**config.mk**
```make
export PLATFORM = sky130hd
export DESIGN_NAME = mclk_rate_detect
export DESIGN_NICKNAME = d
export VERILOG_FILES = /design/src/rtl/mcrd_pkg.sv /design/src/rtl/fs_edge_sync.sv /design/src/rtl/frame_period_counter.sv /design/src/rtl/rate_classifier.sv /design/src/rtl/rate_lock_fsm.sv /design/src/rtl/mclk_rate_detect.sv
export SDC_FILE = /design/constraint.sdc
export NUM_CORES = 1
export LEC_CHECK = 0
export BUFFER_PORTS_ARGS = -buffer_cell sky130_fd_sc_hd__buf_2
export CAP_MARGIN = 30
export CORE_MARGIN = 2
export CORE_UTILIZATION = 30
export CTS_CLUSTER_DIAMETER = 200
export DETAILED_ROUTE_END_ITERATION = 6
export HOLD_SLACK_MARGIN = 0.12
export PLACE_DENSITY_LB_ADDON = 0.15
export REMOVE_ABC_BUFFERS = 1
export SYNTH_ARGS = -nofsm -noshare
export SYNTH_HDL_FRONTEND = slang
export SYNTH_SLANG_ARGS = --single-unit
```
**constraint.sdc**
```tcl
create_clock -name clk_i -period 2.7 [get_ports clk_i]
set_clock_uncertainty 0.2 [all_clocks]
set_input_delay 0.405 -clock clk_i [delete_from_list [all_inputs] [get_ports clk_i]]
set_output_delay 0.405 -clock clk_i [all_outputs]
set_load 0.02 [all_outputs]
```
**src/rtl/mcrd_pkg.sv**
```systemverilog
package mcrd_pkg;

    typedef enum logic [1:0] {
        RATE_2M   = 2'b00,
        RATE_4M   = 2'b01,
        RATE_8M   = 2'b10,
        RATE_NONE = 2'b11
    } rate_e;

    typedef enum logic [2:0] {
        ST_IDLE    = 3'd0,
        ST_FIRST   = 3'd1,
        ST_CONFIRM = 3'd2,
        ST_LOCKED  = 3'd3,
        ST_FAULT   = 3'd4,
        ST_LOST    = 3'd5
    } state_e;

endpackage

```
**src/rtl/fs_edge_sync.sv**
```systemverilog
module fs_edge_sync #(
    parameter int SYNC_STAGES = 2
) (
    input  logic clk_i,
    input  logic rst_ni,
    input  logic async_i,
    output logic rise_o
);
    localparam int MSB = SYNC_STAGES - 1;

    logic [MSB:0] stage_q;
    logic         prev_q;

    generate
        if (SYNC_STAGES < 2) begin : g_bad
            initial $error("fs_edge_sync needs at least two stages");
        end
    endgenerate

    always_ff @(posedge clk_i) begin
        if (!rst_ni) begin
            stage_q <= '0;
            prev_q  <= 1'b0;
        end else begin
            stage_q <= {stage_q[MSB-1:0], async_i};
            prev_q  <= stage_q[MSB];
        end
    end

    assign rise_o = stage_q[MSB] & ~prev_q;

endmodule

```
**src/rtl/frame_period_counter.sv**
```systemverilog
module frame_period_counter #(
    parameter int LIMIT = 2048,
    parameter int CNT_W = $clog2(LIMIT + 1)
) (
    input  logic             clk_i,
    input  logic             rst_ni,
    input  logic             edge_i,
    output logic [CNT_W-1:0] count_o,
    output logic             timeout_o
);
    localparam logic [CNT_W-1:0] LIMIT_C = CNT_W'(LIMIT);
    localparam logic [CNT_W-1:0] ONE_C   = CNT_W'(1);

    logic [CNT_W-1:0] count_q;

    // Count restarts at one on each edge, so the value seen at the next
    // edge equals the number of cycles between the two edges.
    always_ff @(posedge clk_i) begin
        if (!rst_ni) begin
            count_q <= '0;
        end else if (edge_i) begin
            count_q <= ONE_C;
        end else if (count_q != LIMIT_C) begin
            count_q <= count_q + ONE_C;
        end
    end

    assign count_o   = count_q;
    assign timeout_o = (count_q == LIMIT_C);

endmodule

```
**src/rtl/rate_classifier.sv**
```systemverilog
module rate_classifier
    import mcrd_pkg::*;
#(
    parameter int CNT_W      = 12,
    parameter int BASE_COUNT = 256,
    parameter int TOLERANCE  = 4,
    parameter int NUM_RATES  = 3
) (
    input  logic [CNT_W-1:0] count_i,
    output rate_e            rate_o
);
    logic [NUM_RATES-1:0] hit;

    generate
        for (genvar i = 0; i < NUM_RATES; i++) begin : g_win
            localparam int NOMINAL = BASE_COUNT << i;
            localparam logic [CNT_W-1:0] LO = CNT_W'(NOMINAL - TOLERANCE);
            localparam logic [CNT_W-1:0] HI = CNT_W'(NOMINAL + TOLERANCE);
            assign hit[i] = (count_i >= LO) && (count_i <= HI);
        end
    endgenerate

    // Windows do not overlap, so at most one bit of hit is set.
    always_comb begin
        rate_o = RATE_NONE;
        for (int i = 0; i < NUM_RATES; i++) begin
            if (hit[i]) begin
                rate_o = rate_e'(2'(i));
            end
        end
    end

endmodule

```
**src/rtl/rate_lock_fsm.sv**
```systemverilog
module rate_lock_fsm
    import mcrd_pkg::*;
(
    input  logic       clk_i,
    input  logic       rst_ni,
    input  logic       edge_i,
    input  logic       timeout_i,
    input  rate_e      meas_i,
    output logic [1:0] rate_o,
    output logic       valid_o,
    output logic       error_o
);
    state_e state_q, state_d;
    rate_e  cand_q, cand_d;
    logic   known;

    assign known = (meas_i != RATE_NONE);

    // State register.
    always_ff @(posedge clk_i) begin
        if (!rst_ni) begin
            state_q <= ST_IDLE;
        end else begin
            state_q <= state_d;
        end
    end

    // Candidate code register.
    always_ff @(posedge clk_i) begin
        if (!rst_ni) begin
            cand_q <= RATE_NONE;
        end else begin
            cand_q <= cand_d;
        end
    end

    // Next state. An edge always takes priority over a timeout.
    always_comb begin
        state_d = state_q;
        cand_d  = cand_q;
        unique case (state_q)
            ST_IDLE, ST_LOST: begin
                if (edge_i) begin
                    state_d = ST_FIRST;
                end else if (timeout_i) begin
                    state_d = ST_LOST;
                end
            end
            ST_FIRST, ST_FAULT: begin
                if (edge_i) begin
                    if (!known) begin
                        state_d = ST_FAULT;
                    end else begin
                        cand_d  = meas_i;
                        state_d = ST_CONFIRM;
                    end
                end else if (timeout_i) begin
                    state_d = ST_LOST;
                end
            end
            ST_CONFIRM: begin
                if (edge_i) begin
                    if (!known) begin
                        state_d = ST_FAULT;
                    end else if (meas_i == cand_q) begin
                        state_d = ST_LOCKED;
                    end else begin
                        cand_d  = meas_i;
                        state_d = ST_CONFIRM;
                    end
                end else if (timeout_i) begin
                    state_d = ST_LOST;
                end
            end
            ST_LOCKED: begin
                if (edge_i) begin
                    if (!known) begin
                        state_d = ST_FAULT;
                    end else if (meas_i != cand_q) begin
                        cand_d  = meas_i;
                        state_d = ST_CONFIRM;
                    end
                end else if (timeout_i) begin
                    state_d = ST_LOST;
                end
            end
            default: begin
                state_d = ST_IDLE;
            end
        endcase
    end

    // Outputs, decoded from the registered state.
    always_comb begin
        rate_o  = RATE_NONE;
        valid_o = 1'b0;
        error_o = 1'b0;
        unique case (state_q)
            ST_LOCKED: begin
                rate_o  = cand_q;
                valid_o = 1'b1;
            end
            ST_FAULT, ST_LOST: begin
                error_o = 1'b1;
            end
            default: begin
                rate_o = RATE_NONE;
            end
        endcase
    end

endmodule

```
**src/rtl/mclk_rate_detect.sv**
```systemverilog
module mclk_rate_detect
    import mcrd_pkg::*;
#(
    parameter int BASE_COUNT     = 256,
    parameter int TOLERANCE      = 4,
    parameter int TIMEOUT_CYCLES = 2048,
    parameter int SYNC_STAGES    = 2
) (
    input  logic       clk_i,
    input  logic       rst_ni,
    input  logic       fsync_i,
    output logic [1:0] rate_o,
    output logic       valid_o,
    output logic       error_o
);
    localparam int NUM_RATES = 3;
    localparam int CNT_W     = $clog2(TIMEOUT_CYCLES + 1);

    logic             fs_edge;
    logic [CNT_W-1:0] period_cnt;
    logic             timeout_hit;
    rate_e            meas_rate;

    fs_edge_sync #(
        .SYNC_STAGES(SYNC_STAGES)
    ) u_sync (
        .clk_i  (clk_i),
        .rst_ni (rst_ni),
        .async_i(fsync_i),
        .rise_o (fs_edge)
    );

    frame_period_counter #(
        .LIMIT(TIMEOUT_CYCLES),
        .CNT_W(CNT_W)
    ) u_cnt (
        .clk_i    (clk_i),
        .rst_ni   (rst_ni),
        .edge_i   (fs_edge),
        .count_o  (period_cnt),
        .timeout_o(timeout_hit)
    );

    rate_classifier #(
        .CNT_W     (CNT_W),
        .BASE_COUNT(BASE_COUNT),
        .TOLERANCE (TOLERANCE),
        .NUM_RATES (NUM_RATES)
    ) u_cls (
        .count_i(period_cnt),
        .rate_o (meas_rate)
    );

    rate_lock_fsm u_fsm (
        .clk_i    (clk_i),
        .rst_ni   (rst_ni),
        .edge_i   (fs_edge),
        .timeout_i(timeout_hit),
        .meas_i   (meas_rate),
        .rate_o   (rate_o),
        .valid_o  (valid_o),
        .error_o  (error_o)
    );

endmodule

```
== Word level (Yosys, flattened, before mapping) ==
Cells that the tools add are included.

* Add/sub/neg operators: 1
* Magnitude comparators: 6
* Equality and inequality tests: 19
* Multiplexer cells: 28
* Bitwise logic cells: 3
* Reduce and logical (&&, ||, !) cells: 11

{| class="wikitable"
|+ Operators by type and width
! kind !! number
|-
| two-way mux 3 bit || 9
|-
| two-way mux 2 bit || 12
|-
| adder 12 x 1 -> 12 bit (second input constant) || 1
|-
| equality test 12 bit (second input constant) || 1
|-
| >= comparator 12 x 10 -> 1 bit (second input constant) || 1
|-
| >= comparator 12 x 8 -> 1 bit (second input constant) || 1
|-
| >= comparator 12 x 9 -> 1 bit (second input constant) || 1
|-
| <= comparator 12 x 10 -> 1 bit (second input constant) || 1
|-
| <= comparator 12 x 11 -> 1 bit (second input constant) || 1
|-
| <= comparator 12 x 9 -> 1 bit (second input constant) || 1
|-
| != test 12 bit (second input constant) || 1
|-
| one-hot mux 3 bit (4 select lines) || 1
|-
| != test 2 bit (second input constant) || 5
|-
| AND reduction 9 bit || 1
|-
| != test 2 x 1 -> 1 bit (second input constant) || 4
|-
| OR reduction 2 bit || 4
|-
| equality test 3 x 2 -> 1 bit (second input constant) || 2
|-
| equality test 3 bit (second input constant) || 2
|-
| one-hot mux 2 bit (3 select lines) || 1
|-
| two-way mux 1 bit || 5
|-
| != test 4 bit (second input constant) || 1
|-
| equality test 3 x 1 -> 1 bit (second input constant) || 1
|-
| logical AND 1 bit || 3
|-
| logical NOT 3 bit || 1
|-
| other kinds (6) || 7
|}

* Bits in registers: 20
* Input bits: 3
* Output and inout port bits: 4
* Word-level logic and storage cells: 74

== Logic depth before layout (Yosys ltp) ==
Gate-level depths: netlist of run 1.

* Depth in word-level cells: 10
* Depth in mapped cells: 7
* Mapped depth without buffers: 7

== Modules after synthesis ==
Synthesis of run 1 repeated with hierarchy kept, for this count alone.

* Cell total of the unflattened synthesis: 132
* Area, all modules: 1203.7 µm²

{| class="wikitable"
|+ By module, submodules not included
! module !! instances !! cells each !! area an instance (µm²) !! seq. area each (µm²)
|-
| frame_period_counter || 1 || 71 || 650.6 || 240.2
|-
| rate_lock_fsm || 1 || 40 || 347.8 || 100.1
|-
| rate_classifier || 1 || 14 || 112.6 || 0.0
|-
| fs_edge_sync || 1 || 7 || 92.6 || 60.1
|}

== Worst setup path before layout of run 1 ==
OpenSTA, ideal clock, no wires.

* Kind: register to register
* Start point: reg u_cnt.count_q[3] (netlist: u_cnt.count_o[3])
* End point: reg u_fsm.cand_q[0]
* Setup time: 0.121 ns
* Data arrival time: 1.830 ns
* Data required time: 2.379 ns
* Setup slack: 0.548 ns
* Cell stages (with the launch flop): 6
* Path buffers: 0
* Period minus slack after synthesis: 2.152 ns
* Cells stage by stage: dfxtp_1 or4_4 nor4_2 and3_1 o311a_4 mux2_4

* Longest elaborated chain between the ends: 9
* Elaborated cells on any way between the ends: 30
* Those cells by class: order compare: 6; eq/ne: 8; mux: 12; reduce/logical: 4

{| class="wikitable"
|+ RTL lines
! item !! line !! text
|-
| start, declared || frame_period_counter.sv:14 || <nowiki>logic [CNT_W-1:0] count_q;</nowiki>
|-
| start signal, assigned || frame_period_counter.sv:24 || <nowiki>count_q <= count_q + ONE_C;</nowiki>
|-
| >= comparator 12 x 8 -> 1 bit / <= comparator 12 x 9 -> 1 bit (equally long branches) || rate_classifier.sv:19 || <nowiki>assign hit[i] = (count_i >= LO) && (count_i <= HI);</nowiki>
|-
| logical AND 1 bit || rate_classifier.sv:19 ||
|-
| two-way mux 2 bit (2 in a row) || rate_classifier.sv:27 || <nowiki>if (hit[i]) begin</nowiki>
|-
| two-way mux 2 bit (*) || rate_classifier.sv:27 ||
|-
| two-way mux 2 bit, on equally long branches || rate_lock_fsm.sv:79, rate_lock_fsm.sv:65 ||
|-
| two-way mux 2 bit, on equally long branches || rate_lock_fsm.sv:77, rate_lock_fsm.sv:63 ||
|-
| two-way mux 2 bit, on equally long branches || rate_lock_fsm.sv:76, rate_lock_fsm.sv:62 ||
|-
| one-hot mux 2 bit (3 select lines) || rate_lock_fsm.sv:41 || <nowiki>unique case (state_q)</nowiki>
|-
| end signal, assigned || rate_lock_fsm.sv:33 || <nowiki>cand_q <= cand_d;</nowiki>
|-
| end, declared || rate_lock_fsm.sv:14 || <nowiki>rate_e cand_q, cand_d;</nowiki>
|}

Every way passes the cells marked *; elsewhere a longest branch is shown, timed or not. The select of a mux whose other input is x is not followed.
A chain may end at the register's enable or synchronous reset.

== Worst setup path in the final report of run 1 ==
Same ends and word-level chain as after synthesis.

==> results of run 1 <==
==> state kept, by name, indices dropped and copies added (netlist names) <==
register and cells:
u_cnt.count_o 12, u_fsm.state_q 3, u_fsm.cand_q 2, u_sync.stage_q 2
u_sync.prev_q 1
==> Yosys cell counts, drive strengths merged (2+ instances only) <==
master  count
nor4        3
nand3       7
clkbuf      2
nor3        3
or2         2
a21oi       4
ha          2
xor2        9
xnor2       5
mux2        2
buf         4
nand2b      5
nand4       2
and2        4
o21ai       5
nand2      13
nor2       18
dfxtp      20
o21a        2
inv         7
nor2b       3
o41ai       2
==> worst max-delay path by stage <==
stage                                  to  slack (ps)  cells after the start
after floorplan           u_fsm.cand_q[0]         550                      5
after global placement    u_fsm.cand_q[0]         400                      5
after detailed placement  u_fsm.cand_q[1]         410                      5
after CTS                 u_fsm.cand_q[0]         400                      5
after global routing      u_fsm.cand_q[0]         340                      4
final                     u_fsm.cand_q[0]         410                      5
==> cell families (layout without fill, tap and decap cells) <==
family                   Yosys count  in the layout  share of synthesized area, %
AO/OA/AOI/OAI                     19             19                         12.22
XOR/XNOR                          14             14                         10.15
adder cells (fa/ha/maj)            2              2                         2.070
buffers and inverters             13             18                         5.072
flip-flops                        20             20                         33.13
multiplexers                       3              3                         3.313
AND/OR/NAND/NOR                   70             70                         34.06
==> layout make-up <==
| cell class | count | share of cell area (%) |
|---|---|---|
| Inverter | 7 | 1.953 |
| Clock buffer | 3 | 3.070 |
| Tap cell | 50 | 4.651 |
| Clock inverter | 1 | 2.233 |
| Multi-Input combinational cell | 108 | 55.53 |
| Sequential cell | 20 | 29.77 |
| Timing Repair Buffer | 7 | 2.791 |
==> power by group <==
| group | switching [mW] | internal, mW | total, mW |
|---|---|---|---|
| clock | 0.108 | 0.198 | 0.306 |
| sequential | 0.00616 | 0.302 | 0.308 |
| combinational | 0.0238 | 0.0161 | 0.0399 |
==> metrics by stage <==
step | worst slack [ps] | cells | cell area, um^2 | hold slack (ps)
final | 413.7 | 196 | 1345 | 146.6
after detailed placement | 414.3 | 192 | 1274 | 222.8
after global routing | 344.3 | 196 | 1345 | 137.2
after CTS | 402.5 | 196 | 1345 | 142.4
after floorplan | 547.8 | 135 | 1174 | 211.8
after global placement | 404.2 | 192 | 1274 | 213.7
==> cells in the final DEF (no fill, tap or decap), types with 2 or more instances in the layout <==
cell,n
sky130_fd_sc_hd__dfxtp_1,20
sky130_fd_sc_hd__nor2_1,18
sky130_fd_sc_hd__nand2_1,13
sky130_fd_sc_hd__xor2_1,9
sky130_fd_sc_hd__inv_1,7
sky130_fd_sc_hd__nand3_1,7
sky130_fd_sc_hd__buf_2,6
sky130_fd_sc_hd__nand2b_1,5
sky130_fd_sc_hd__xnor2_1,5
sky130_fd_sc_hd__and2_1,4
sky130_fd_sc_hd__a21oi_1,4
sky130_fd_sc_hd__nor2b_1,3
sky130_fd_sc_hd__o21ai_0,3
sky130_fd_sc_hd__clkbuf_8,3
sky130_fd_sc_hd__nand4_1,2
sky130_fd_sc_hd__nor3_1,2
sky130_fd_sc_hd__o21ai_1,2
sky130_fd_sc_hd__mux2_4,2
sky130_fd_sc_hd__ha_1,2
==> worst max-delay path: cells and delay by family, from the launching register on <==
kind | cells | cell delay, ps
AND/OR/NAND/NOR | 3 | 1110
multiplexers | 1 | 300
flip-flops | 1 | 370
AO/OA/AOI/OAI | 1 | 200
==> routing by layer <==
layer | track usage [%] | up-vias
li1 | - | 493
met1 | 15.74 | 441
met2 | 17.89 | 11
met3 | 2.000 | 5
met4 | 7.653 | 0
met5 | 0 | -
==> results.txt, run 1 <==
----------------------------------------------------
[Outcome]
  Run status ... finished clean

[Routing]
  Wirelength, routed ... 2437 um
  Met3 wirelength from detailed routing ... 40 um
  Antenna Violating Nets Remaining ... 0
  Vias after detailed routing ... 950
  Vias per Instance ... 4.847
  DRC ... 0
  DRC violation total after the first TritonRoute iteration ... 46
  Top metal layer carrying routed signals ... met4
  Initial DRT Pass Iterations ... 5
  Sum of routed wire segments on met1 ... 1217 um
  Wire length on met2 ... 1116 um
  DR WL/cell ... 12.43 um

[Pwr]
  Total Power ... 0.6539 mW
  Worst supply voltage drop on vdd ... 0.1884 mV
  Reported leakage power ... 0.5138 nW
  Cell Pwr Density ... 486.2 nW/um^2

[Global routing]
  Antenna violations before repair ... 0
  Total overflow reported by the global router ... 0
  Vias in the first global route ... 844
  Largest net degree at the start of global routing ... 13
  Gr usage total ... 11.94%
  Wire length of the first global-routing pass ... 3960 um

[Floorplanning]
  Die area ... 4553 um^2
  Die width ... 67.48 um
  Top-Level Pins ... 7
  Die Ht ... 67.48 um
  Starting density of the core ... 30.66%
  Placeable core region ... 3943 um^2
  Cell Rows ... 23

[Setup path]
  Endpoint of the worst register-to-register path ... u_fsm.cand_q[0]
  Critical-path cell with the highest stage delay ... sky130_fd_sc_hd__or4_4
  CP max stage delay ... 610 ps
  Crit path max fanout ... 6
  Critical path arrival ... 2240 ps
  Category of the worst setup path capture point ... flop
  Worst reg-to-reg path cell count ... 5
  Startpoint-to-endpoint class of the critical path ... reg -> reg
  Cells traversed along the worst timing path ... or4_4 > nor4_2 > and3_1 > o311a_4 > mux2_4
  Launch point of the worst path ... u_cnt.count_o[3]
  Crit start category ... flop
  Required time reported for the critical path endpoint ... 2660 ps
  Beginning of the worst register-to-register path ... u_cnt.count_o[3]
  Setup slack on the worst flop-to-flop path ... 410 ps

[Cells and area]
  Utilization of the core after routing ... 34.12%
  Area occupied by registers ... 400.4 um^2
  Post-synthesis to final-layout area growth ... 11.28%
  Multi-input combinational cell area ... 747.0 um^2
  Fill count ... 409
  Antenna diode count ... 0
  Share of post-route cells with drive strength above 1 ... 17.12%
  Fin nets ... 152

[Synth]
  #FFs+latches synth ... 20
  Share of Yosys cell area claimed by the top area cell type ... 33.13%
  Post-synthesis average cell area ... 8.572 um^2
  Cell types with the largest area share after synthesis ... sky130_fd_sc_hd__dfxtp_1 (33%), sky130_fd_sc_hd__xor2_1 (6.5%), sky130_fd_sc_hd__nor2_1 (5.6%)
  Most used flip-flop cell after synthesis ... sky130_fd_sc_hd__dfxtp_1
  Number of synthesized flops with an enable pin ... 0
  Biggest area consumer among synthesized cells ... sky130_fd_sc_hd__dfxtp_1
  Register area share after synthesis ... 33.13%
  Synth async-reset ratio ... 0%
  Yosys warns ... 0
  Unique cell type count in the Yosys netlist ... 48
  Cell Area, Synth ... 1209 um^2
  Post-Synthesis Cells ... 141

[Clock network]
  Clock slew seen by the registers of the worst setup and hold paths ... 80 ps
  Clock latency at the later pin of the worst-skew pair ... 270 ps
  Post-CTS setup buffer count ... 0
  Total CTS buffers ... 3
  Deepest clock path buffer count ... 2
  Hold-fix buffer count after cts ... 0
  Number of resized instances in the post-cts repair step ... 0
  Maximum level of the CTS H-tree ... 1
  TritonCTS clock tree ... yes
  Root Buffer ... sky130_fd_sc_hd__clkbuf_8
  # clock sinks ... 20

[STA]
  Fmax ... 437.4 MHz
  Headroom to the max-slew limit ... 60.32%
  Final period demand of the worst path ... 2286 ps
  Transition at the pin with the smallest max-transition slack ... 589.7 ps
  Max Slew Vio Count ... 0
  Endpoints failing setup ... 0
  Period utilisation layout ... 84.68%
  Final Hold Vio Count ... 0
  RSZ-0062 raised after global routing ... false
  Setup TNS after final layout ... 0 ps

[Placement]
  Estimated wirelength of the detail-placed design ... 1842 um
  GP Congestion ... 0.8015
  I/O Buffers ... 6

[Job]
  Max-cap check violation count ... 0

[Min path]
  Origin of the worst min-delay path ... fsync_i
  Worst min path class ... in -> reg
  Capture endpoint of the worst hold path ... u_sync.stage_q[0]
  Instance count along the most critical hold path ... 2

----------------------------------------------------
No activity file was read; power rests on OpenSTA's default activity.
==> inputs of run 2 (changes only) <==
--- a/config.mk
+++ b/config.mk
@@ -5,6 +5,7 @@
 export SDC_FILE = /design/constraint.sdc
 export NUM_CORES = 1
 export LEC_CHECK = 0
+export ABC_AREA = 1
 export BUFFER_PORTS_ARGS = -buffer_cell sky130_fd_sc_hd__buf_2
 export CAP_MARGIN = 30
 export CORE_MARGIN = 2
==> constraint.sdc (replaced) <==
create_clock -name clk_i -period 1.9 [get_ports clk_i]
set_clock_uncertainty 0.2 [all_clocks]
set_input_delay 0.285 -clock clk_i [delete_from_list [all_inputs] [get_ports clk_i]]
set_output_delay 0.285 -clock clk_i [all_outputs]
set_load 0.02 [all_outputs]
==> run 2 against run 1 <==
Effect of this change: flip-flop and latch count unchanged; wire length increased by 24%; synthesized cell count increased by 42%; design area increased by 28%; power increased by 23%; critical path depth increased by 9; clock power decreased by 7.5%; critical path type unchanged; largest power group unchanged; highest routed layer unchanged.
==> results.txt, run 2 <==
----------------------------------------------------
[Floorplanning]
  Placeable core region ... 4086 um^2 (+3.6%)
  Die Ht ... 69.92 um (+3.6%)
  Die width ... 69.92 um (+3.6%)
  Starting density of the core ... 31.90% (+1.2 points)
  Top-Level Pins ... 7 (unchanged)
  Die area ... 4889 um^2 (+7.4%)
  Cell Rows ... 23 (unchanged)

[Synth]
  Yosys warns ... 0 (unchanged)
  Post-synthesis average cell area ... 6.519 um^2 (-24%)
  Register area share after synthesis ... 30.71% (-2.4 points)
  Leading post-synthesis cells by instance count ... sky130_fd_sc_hd__nand2_1 (41), sky130_fd_sc_hd__inv_1 (30), sky130_fd_sc_hd__dfxtp_1 (20)
  Cell types with the largest area share after synthesis ... sky130_fd_sc_hd__dfxtp_1 (31%), sky130_fd_sc_hd__nand2_1 (12%), sky130_fd_sc_hd__inv_1 (8.6%)
  Cell Area, Synth ... 1304 um^2 (+7.9%)
  Post-Synthesis Cells ... 200 (+42%)
  Synth async-reset ratio ... 0% (unchanged)
  #FFs+latches synth ... 20 (unchanged)
  Number of synthesized flops with an enable pin ... 0 (unchanged)
  Unique cell type count in the Yosys netlist ... 27 (-44%)
  Library cell with the highest instance count after synthesis ... sky130_fd_sc_hd__nand2_1
  Share of Yosys cell area claimed by the top area cell type ... 30.71% (-2.4 points)
  Most used flip-flop cell after synthesis ... sky130_fd_sc_hd__dfxtp_1
  Biggest area consumer among synthesized cells ... sky130_fd_sc_hd__dfxtp_1

[STA]
  Endpoints failing setup ... 0 (unchanged)
  Final hold slack ... 135.3 ps (-11.30 ps)
  Period utilisation layout ... 94.75% (+10 points)
  Max Slew Vio Count ... 0 (unchanged)
  Final Hold Vio Count ... 0 (unchanged)
  Headroom to the max-slew limit ... 69.17% (+8.9 points)
  Transition at the pin with the smallest max-transition slack ... 460.7 ps (-129.0 ps)
  Final period demand of the worst path ... 1800 ps (-486.0 ps)
  RSZ-0062 raised after global routing ... true
  Fmax ... 555.5 MHz (+27%)

[Global routing]
  Antenna violations before repair ... 0 (unchanged)
  Gr usage total ... 12.70% (+0.76 points)
  Vias in the first global route ... 1160 (+37%)
  Wire length of the first global-routing pass ... 5078 um (+28%)
  Largest net degree at the start of global routing ... 11 (-2)
  Total overflow reported by the global router ... 0 (unchanged)

[Cells and area]
  Share of post-route cells with drive strength above 1 ... 39.13% (+22 points)
  Antenna diode count ... 0 (unchanged)
  Commonest non-fill, non-tap cells in the layout ... sky130_fd_sc_hd__nand2_1 (37), sky130_fd_sc_hd__inv_1 (26), sky130_fd_sc_hd__buf_4 (20), sky130_fd_sc_hd__a21oi_1 (15)
  Leading cell type in the layout, fill and taps excluded ... sky130_fd_sc_hd__nand2_1
  Fin nets ... 237 (+56%)
  Utilization of the core after routing ... 42.04% (+7.9 points)
  Number of flip-flops under the largest register name ... 12 (unchanged)
  Post-synthesis to final-layout area growth ... 31.77%

[Clock network]
  Clock latency at the later pin of the worst-skew pair ... 260 ps (about the same)
  TritonCTS clock tree ... yes
  # clock sinks ... 20 (unchanged)
  Maximum level of the CTS H-tree ... 1 (unchanged)
  Total CTS buffers ... 3 (unchanged)
  Root Buffer ... sky130_fd_sc_hd__clkbuf_8
  Deepest clock path buffer count ... 2 (unchanged)
  Clock slew seen by the registers of the worst setup and hold paths ... 80 ps (about the same)

[Pwr]
  Cell internal power dissipation ... 0.6045 mW (+17%)
  Worst supply voltage drop on vdd ... 0.2589 mV (+37%)
  Net Sw Power ... 0.2022 mW (+47%)
  Clk pwr share ... 35.1% (-12 points)
  Fraction of power consumed by sequential logic ... 53.6% (+6.5 points)
  Switching power share of the total ... 25.06% (+4.0 points)
  Share of total power in combinational logic ... 11.2% (+5.1 points)
  Cell Pwr Density ... 469.6 nW/um^2 (-3.4%)
  Reported leakage power ... 0.8134 nW (+58%)

[Outcome]
  Run status ... finished clean

[Placement]
  GP Congestion ... 0.8097 (+1.0%)
  I/O Buffers ... 6 (unchanged)
  Estimated wirelength of the detail-placed design ... 2376 um (+29%)

[Routing]
  DR WL/cell ... 10.76 um (-13%)
  Initial DRT Pass Iterations ... 4 (-1)
  Vias per Instance ... 4.671 (-3.6%)
  DRC ... 0 (unchanged)
  Wirelength, routed ... 3014 um (+24%)
  Vias after detailed routing ... 1308 (+38%)
  Antenna Violating Nets Remaining ... 0 (unchanged)
  DRC violation total after the first TritonRoute iteration ... 83 (+80%)

[Setup path]
  Required time reported for the critical path endpoint ... 1850 ps (-810 ps)
  Beginning of the worst register-to-register path ... u_cnt.count_o[4]
  Setup slack on the worst flop-to-flop path ... 100 ps (-310 ps)
  Crit start category ... flop
  Endpoint of the worst register-to-register path ... u_fsm.cand_q[1]
  Critical path arrival ... 1750 ps (-490 ps)
  Startpoint-to-endpoint class of the critical path ... reg -> reg
  Crit path max fanout ... 4 (-2)
  Category of the worst setup path capture point ... flop
  Worst reg-to-reg path cell count ... 14 (+9)

[Job]
  Max-cap check violation count ... 0 (unchanged)

[Min path]
  Capture endpoint of the worst hold path ... u_cnt.count_o[0]
  Origin of the worst min-delay path ... rst_ni
  Worst min path class ... in -> reg
  Instance count along the most critical hold path ... 3 (+1)

----------------------------------------------------
==> run 2: final cells by class <==
cell class / count / area (um^2)
Fill cell: 435 / 2369
Clock buffer: 3 / 41.29
Sequential cell: 20 / 421.7
Multi-Input combinational cell: 142 / 859.6
Inverter: 38 / 142.6
Tap cell: 50 / 62.56
Timing Repair Buffer: 27 / 190.2
==> run 2: critical path, cell delays in order, from the launching register on <==
cell and delay, ps:
sky130_fd_sc_hd__dfxtp_4 390, sky130_fd_sc_hd__nand2_4 60, sky130_fd_sc_hd__nor2_4 130, sky130_fd_sc_hd__nand2_4 80, sky130_fd_sc_hd__nor2_4 90, sky130_fd_sc_hd__nand2_2 70, sky130_fd_sc_hd__nand2_2 80, sky130_fd_sc_hd__nand2_4 60
sky130_fd_sc_hd__nand2_2 50, sky130_fd_sc_hd__nand2_1 60, sky130_fd_sc_hd__nand2_2 60, sky130_fd_sc_hd__and2_4 150, sky130_fd_sc_hd__nand2_4 50, sky130_fd_sc_hd__nand3b_1 70, sky130_fd_sc_hd__nand3_1 70
==> run 2: cell families (layout without fill, tap and decap cells) <==
kind of cell             count (synthesis)  after routing  share of synthesized area [%]
AND/OR/NAND/NOR                        111            111                          44.53
adder cells (fa/ha/maj)                  2              2                          1.919
AO/OA/AOI/OAI                           29             29                          11.90
buffers and inverters                   38             68                          10.94
flip-flops                              20             20                          30.71
==> run 2: worst max-delay path by stage <==
stage	startpoint	end	slack, ps	depth (start not counted)
floorplan	u_cnt.count_o[0]	u_fsm.cand_q[0]	60	15
CTS	u_fsm.state_q[1]	rate_o[1]	8	6
global route	u_cnt.count_o[4]	u_fsm.state_q[0]	-60	16
detailed placement	u_cnt.count_o[0]	u_fsm.cand_q[0]	30	15
finish	u_cnt.count_o[4]	u_fsm.cand_q[1]	100	14
global placement	u_cnt.count_o[0]	u_cnt.count_o[11]	30	9
==> run 2: routing by layer <==
layer	wire, um	vias up	GRT usage (%)
met5	0	-	0
li1	-	705	-
met4	43	0	5.128
met1	1544	577	17.80
met2	1365	20	19.15
met3	61	6	2.309
==> run 2: power by group through the flow <==
stage	clock network (mW)	registers, mW	logic (mW)
6_report	0.283	0.433	0.0907
5_1_grt	0.315	0.434	0.103
4_1_cts	0.295	0.435	0.0820
3_5_place_dp	0	0.445	0.0798
3_3_place_gp	0	0.445	0.0802
2_1_floorplan	0	0.444	0.0464
==> run 2: timing repair <==
action / 4_1_cts / 5_1_grt
endpoints found under the hold margin: 1 / 0
buffers inserted: 0 / 1
resized for setup: 0 / 41
hold buffers: 1 / 0
setup endpoints to repair: 0 / 9
==> run 2: stage by stage <==
step                worst slack, ps  cells  setup TNS, ps  total power [mW]  area (um^2)
floorplan                     62.85    200              0            0.4904         1304
global placement              28.85    275              0            0.5252         1539
detailed placement            30.37    275              0            0.5250         1539
CTS                           8.106    279              0            0.8124         1590
global route                 -64.42    280         -122.2            0.8514         1718
finish                        99.73    280              0            0.8067         1718
